## src/rtl/rdc_pkg.sv

```systemverilog
package rdc_pkg;

    typedef enum logic {
        OS_EMPTY = 1'b0,
        OS_FULL  = 1'b1
    } ostate_e;

    function automatic int unsigned ones_in(input logic [31:0] x);
        int unsigned n;
        n = 0;
        for (int b = 0; b < 32; b++) begin
            n += int'(x[b]);
        end
        return n;
    endfunction

endpackage

```

## src/rtl/rdc_row_gate.sv

```systemverilog
module rdc_row_gate #(
    parameter int          NOUT   = 10,
    parameter logic [NOUT-1:0] WEIGHT = '0
) (
    input  logic            bit_in,
    output logic [NOUT-1:0] row
);
    always_comb begin
        row = bit_in ? WEIGHT : '0;
    end
endmodule

```

## src/rtl/rdc_sum_tree.sv

```systemverilog
module rdc_sum_tree #(
    parameter int NRAW = 13,
    parameter int NOUT = 10,
    parameter int SUMW = 14
) (
    input  logic [NRAW*NOUT-1:0] rows,
    output logic [SUMW-1:0]      sum
);
    logic [SUMW-1:0] partial [0:NRAW];

    assign partial[0] = '0;

    for (genvar i = 0; i < NRAW; i++) begin : g_acc
        assign partial[i+1] = partial[i] + {{(SUMW-NOUT){1'b0}}, rows[i*NOUT +: NOUT]};
    end

    assign sum = partial[NRAW];
endmodule

```

## src/rtl/rdc_out_stage.sv

```systemverilog
module rdc_out_stage
    import rdc_pkg::*;
#(
    parameter int NOUT       = 10,
    parameter bit REGISTERED = 1'b1
) (
    input  logic            clk,
    input  logic            rst_n,
    input  logic            in_valid,
    input  logic [NOUT-1:0] in_code,
    output logic            out_valid,
    output logic [NOUT-1:0] out_code
);
    if (REGISTERED) begin : g_reg
        ostate_e         state_q;
        ostate_e         state_d;
        logic [NOUT-1:0] code_q;

        always_ff @(posedge clk or negedge rst_n) begin
            if (!rst_n) begin
                state_q <= OS_EMPTY;
            end else begin
                state_q <= state_d;
            end
        end

        always_comb begin
            state_d = state_q;
            unique case (state_q)
                OS_EMPTY: state_d = in_valid ? OS_FULL : OS_EMPTY;
                OS_FULL:  state_d = in_valid ? OS_FULL : OS_EMPTY;
                default:  state_d = OS_EMPTY;
            endcase
        end

        always_ff @(posedge clk or negedge rst_n) begin
            if (!rst_n) begin
                code_q <= '0;
            end else if (in_valid) begin
                code_q <= in_code;
            end
        end

        always_comb begin
            out_valid = (state_q == OS_FULL);
            out_code  = code_q;
        end


        valid_lat_chk: assert property (@(posedge clk) disable iff (!rst_n)
            1'b1 |=> (out_valid == $past(in_valid)));


        code_lat_chk: assert property (@(posedge clk) disable iff (!rst_n)
            in_valid |=> (out_code == $past(in_code)));


        hold_chk: assert property (@(posedge clk) disable iff (!rst_n)
            !in_valid |=> ($stable(out_code) && !out_valid));
    end else begin : g_comb
        always_comb begin
            out_valid = in_valid;
            out_code  = in_code;
        end
    end
endmodule

```

## src/rtl/redund_code_fixer.sv

```systemverilog
module redund_code_fixer #(
    parameter int NRAW       = 13,
    parameter int NOUT       = 10,
    parameter bit REGISTERED = 1'b1,
    parameter logic [NRAW*NOUT-1:0] WEIGHTS = {
        10'd256, 10'd256, 10'd136, 10'd128, 10'd96, 10'd64, 10'd32,
        10'd24,  10'd16,  10'd8,   10'd4,   10'd2,  10'd1 }
) (
    input  logic            clk,
    input  logic            rst_n,
    input  logic            raw_valid,
    input  logic [12:0]     raw_bits,
    output logic            code_valid,
    output logic [9:0]      code
);
    localparam int SUMW     = NOUT + $clog2(NRAW + 1);
    localparam int FULL_VAL = (1 << NOUT) - 1;

    function automatic bit table_ok();
        int unsigned total;
        int unsigned rest;
        int unsigned w;
        int unsigned cnt [NOUT];
        int unsigned triples;
        bit          ok;
        ok      = 1'b1;
        total   = 0;
        triples = 0;
        for (int b = 0; b < NOUT; b++) cnt[b] = 0;
        for (int i = 0; i < NRAW; i++) begin
            w = int'(WEIGHTS[i*NOUT +: NOUT]);
            if (w == 0 || rdc_pkg::ones_in(32'(w)) > 2) ok = 1'b0;
            total += w;
            for (int b = 0; b < NOUT; b++) cnt[b] += int'(WEIGHTS[i*NOUT + b]);
            rest = 0;
            for (int j = 0; j < i; j++) rest += int'(WEIGHTS[j*NOUT +: NOUT]);
            if (w > rest + 1) ok = 1'b0;
        end
        for (int b = 0; b < NOUT; b++) begin
            if (cnt[b] > 3) ok = 1'b0;
            if (cnt[b] == 3) triples++;
        end
        if (triples > 1) ok = 1'b0;
        if (total != FULL_VAL) ok = 1'b0;
        return ok;
    endfunction

    localparam bit TABLE_OK = table_ok();

    if (!TABLE_OK) begin : g_bad_table
        $error("redund_code_fixer: weight table violates column, total or redundancy rule");
    end

    logic [NRAW*NOUT-1:0] rows;
    logic [SUMW-1:0]      wide_sum;

    for (genvar i = 0; i < NRAW; i++) begin : g_rows
        rdc_row_gate #(
            .NOUT   (NOUT),
            .WEIGHT (WEIGHTS[i*NOUT +: NOUT])
        ) row_i (
            .bit_in (raw_bits[i]),
            .row    (rows[i*NOUT +: NOUT])
        );
    end

    rdc_sum_tree #(
        .NRAW (NRAW),
        .NOUT (NOUT),
        .SUMW (SUMW)
    ) sum_i (
        .rows (rows),
        .sum  (wide_sum)
    );

    rdc_out_stage #(
        .NOUT       (NOUT),
        .REGISTERED (REGISTERED)
    ) out_i (
        .clk       (clk),
        .rst_n     (rst_n),
        .in_valid  (raw_valid),
        .in_code   (wide_sum[NOUT-1:0]),
        .out_valid (code_valid),
        .out_code  (code)
    );


    no_overflow_chk: assert property (@(posedge clk) disable iff (!rst_n)
        raw_valid |-> (wide_sum <= SUMW'(FULL_VAL)));


    full_scale_chk: assert property (@(posedge clk) disable iff (!rst_n)
        (raw_valid && (&raw_bits)) |-> (wide_sum == SUMW'(FULL_VAL)));


    zero_code_chk: assert property (@(posedge clk) disable iff (!rst_n)
        (raw_valid && (raw_bits == '0)) |-> (wide_sum == '0));
endmodule

```

## config.mk

```make
export PLATFORM = sky130hd
export DESIGN_NAME = redund_code_fixer
export DESIGN_NICKNAME = d
export VERILOG_FILES = /design/src/rtl/rdc_pkg.sv /design/src/rtl/rdc_row_gate.sv /design/src/rtl/rdc_sum_tree.sv /design/src/rtl/rdc_out_stage.sv /design/src/rtl/redund_code_fixer.sv
export SDC_FILE = /design/constraint.sdc
export NUM_CORES = 1
export LEC_CHECK = 0
export ABC_AREA = 1
export BUFFER_PORTS_ARGS = -buffer_cell sky130_fd_sc_hd__buf_2
export CAP_MARGIN = 20
export CORE_MARGIN = 1
export CORE_UTILIZATION = 42
export DETAILED_ROUTE_END_ITERATION = 10
export GPL_ROUTABILITY_DRIVEN = 0
export PLACE_DENSITY = 0.73
export RECOVER_POWER = 100
export SYNTH_ARGS = -nofsm -noshare
export SYNTH_HDL_FRONTEND = slang
export SYNTH_SLANG_ARGS = --single-unit
```

## constraint.sdc

```tcl
create_clock -name clk -period 0.8 [get_ports clk]
set_input_delay 0.2 -clock clk [delete_from_list [all_inputs] [get_ports clk]]
set_output_delay 0.2 -clock clk [all_outputs]
set_load 0.02 [all_outputs]
```

==> run_results.csv <==
group,metric,value,unit
drt,drt-pass1-iter-count,4,
final_layout,antenna_cells,0,
clocking,cts_buffer_depth,2,
clocking,clkSlewWorstSetupHoldPaths,70,ps
power,cellLeakagePower,0.000651,uW
run_status,violations,"setup timing",
synth,syn_inst,84,
drt,drc_errors,0,
setup_path,crit_path_cell_trace,"buf_8 -> inv_8 -> fa_2 -> inv_2 -> ha_4 -> inv_2 -> fa_2 -> inv_2 -> nand3_2 -> nand2_1 -> nand2_1 -> a31oi_1",
setup_path,required,990,ps
drt,avgRoutedWirePerCell,14.5,um
worst_hold_path,worstHoldEndpoint,"out_i.out_code[1]",
placed_design,port_buffers,26,
final_layout,num-fill-cells,84,
clocking,cts_buffers,3,
setup_path,cp-end-kind,"flop",
synth,yosysUniqueCellTypes,16,
placed_design,dp_hpwl,1220,um
synth,synth_top_area_share,38.9,%
worst_hold_path,hp-class,"input port to flop",
setup_path,start_kind,"input port",
grt,grt_pass1_wl,3310,um
timing,worst_slew_margin_rel,80.8,%
synth,yosysTopAreaCell,"dfrtp_1",
final_layout,area_growth,81.1,%
setup_path,crit_type,"input port to flop",
clocking,cts_sinks,11,
setup_path,r2r_setup_slack,-70,ps
setup_path,r2r-end,"out_i.out_code[2]",
synth,syn_nets,112,
setup_path,cpPeakStageDelay,370,ps
power,p_per_area,1630,nW/um2
setup_path,cpMaxStageDelayCell,"fa_2",
timing,fin_crit,1440,ps
floorplan,ios,27,
setup_path,cp_common_cell,"inv_2",
timing,post-route-worst-setup-slack,-639,ps
floorplan,die_w,43.1,um
synth,ys_ff_latch,11,
setup_path,rr_worst_depth,4,
clocking,clkLatencyLatePin,270,ps
floorplan,core-area,1540,um2
run,drv_cap,0,
timing,fin_worst_skew,0,ps
clocking,tritoncts,"done",
synth,ys_seq_area_share,38.9,%
grt,grt_overflow,0,
final_layout,final_util,83.2,%
timing,min_period_over_period,180,%
clocking,root_buffer,"clkbuf_4",
worst_hold_path,whs_path_depth,3,
final_layout,multi_input_area,503,um2
drt,vias,752,
final_layout,final_nets,161,
power,ir_worst_vdd,0.879,mV
floorplan,initial_core_util,45.9,%
worst_hold_path,hold_start,"raw_bits[1]",
drt,drtAntennaViolNets,0,
final_layout,drive_gt1_share,53.8,%
grt,grt_start_max_net_pins,12,
floorplan,die_h,43.1,um
synth,netlist_area,708,um2
timing,worstMarginPinSlew,287,ps
timing,grt_setup_unrepaired,"yes",
synth,avgSynthCellArea,8.43,um2
timing,hold_viol,0,
drt,avgViaCountPerCell,5.08,
clocking,cts_max_level,1,
timing,setup_violations,18,
setup_path,path_buf_inv,5,
setup_path,critical_path_depth,12,
grt,grtUsageTotal,25.2,%
timing,finalMaxSlewViolations,0,
final_layout,seq_area,275,um2
setup_path,cp_data_arrival_time,1630,ps
setup_path,cpLargestDelayFamily,"adder cells",
timing,fmax,695,MHz
setup_path,worstPathMaxFanout,2,
drt,routed_wl,2140,um
drt,drt-initial-drc-count,38,
grt,grt_pass1_vias,758,
floorplan,num_rows,14,
setup_path,rr_startpoint,"out_i.out_code[2]",
grt,antenna_found_initial,0,
synth,ys_top_cells_by_area,"dfrtp_1, ha_1, nand2_1, inv_1, fa_1",
run_status,outcome,"finished, violations left",
synth,yosys_warnings,0,
timing,hold_ws,134,ps
timing,finalSetupTns,-4960,ps
floorplan,dieArea,1850,um2
per-layer routing:
layer,wire length [um],track usage (%),vias to the layer above
met2,1200,49.1,28
met5,0,0,-
met1,778,24.8,356
li1,-,-,361
met4,63,12.1,0
met3,93,4.68,7
worst max path at each step:
stage / from / to / slack [ps]
global route: raw_bits[10] / out_i.out_code[8] / -730
finish: raw_bits[10] / out_i.out_code[8] / -640
CTS: raw_bits[10] / out_i.out_code[8] / -620
detailed placement: raw_bits[10] / out_i.out_code[8] / -1000
global placement: raw_bits[10] / out_i.out_code[8] / -940
floorplan: raw_bits[10] / out_i.out_code[8] / -750
tightest hold or removal path, cell delays in order:
cell,delay [ps]
buf_2,70
nand2_1,50
nand2_1,50
cell families after synthesis:
| family | synth area share, % |
|---|---|
| buffers and inverters | 10.1 |
| flip-flops | 38.9 |
| AND/OR/NAND/NOR | 21.2 |
| AO/OA/AOI/OAI | 6.54 |
| adder cells (fa/ha/maj) | 23.3 |
what timing repair did:
| item | CTS | global route |
|---|---|---|
| hold buffers | 1 | 0 |
| gates resized for setup | 42 | 2 |
| hold endpoints to repair | 11 | 0 |
| setup endpoints to repair | 18 | 17 |
| buffers inserted | 7 | 5 |
| pin swaps | 11 | 3 |
flip-flops by register name, indices dropped and copies added (netlist names):
| signal | count |
|---|---|
| out_i.out_valid | 1 |
| out_i.out_code | 10 |
cells in the mapped netlist:
cell and count:
ha_1 10, buf_6 1, nor2_1 3, inv_1 13
a21oi_1 3, o21ai_0 3, nand3_2 1, fa_1 2
dfrtp_1 11, buf_4 1, a31oi_1 1, nand3_1 5
clkinv_1 1, nand2_1 26, o21ai_1 2, nand2_2 1
area by class of cell:
type                    count  area share [%]
flip-flops and latches     11            21.5
clock buffers               4            2.05
well taps                  16            1.56
multi-input cells          57            39.2
inverters                  14            4.68
repair buffers             46            31.0
power by group:
part | leakage (uW) | total, uW | internal [uW] | switching (uW)
logic | 0.000503 | 1010 | 543 | 471
registers | 0.000133 | 696 | 637 | 58.6
clock network | 0.0000150 | 383 | 193 | 189
total | 0.000651 | 2090 | 1370 | 719
placed cells by master (no fill, tap or decap):
master         netlist  final
nor2_1               3      3
a31oi_1              1      1
inv_8                0      1
nand2_1             26     24
buf_4                1     14
clkbuf_1             0      1
buf_8                0      1
a21oi_2              0      1
ha_4                 0      9
fa_2                 0      2
clkinv_1             1      1
nand2_4              0      2
clkbuf_2             0      1
o21ai_0              3      1
a21oi_1              3      2
clkbuf_4             0      4
buf_2                0     11
inv_2                0      5
nand3_2              1      2
buf_12               0      1
dlygate4sd3_1        0      1
nand3_1              5      4
buf_6                1     16
nand2_2              1      1
dfrtp_1             11     11
ha_1                10      1
inv_1               13      7
o21ai_1              2      4
per-stage QoR:
step	cell area, um2	std cells	total power, uW	setup slack [ps]
6_report	1280	148	2090	-639
5_1_grt	1280	148	2200	-730
4_1_cts	1230	143	1990	-620
3_5_place_dp	987	131	1360	-1000
3_3_place_gp	987	131	1340	-940
2_1_floorplan	791	84	1110	-749
(Power assumes the default switching activity.)
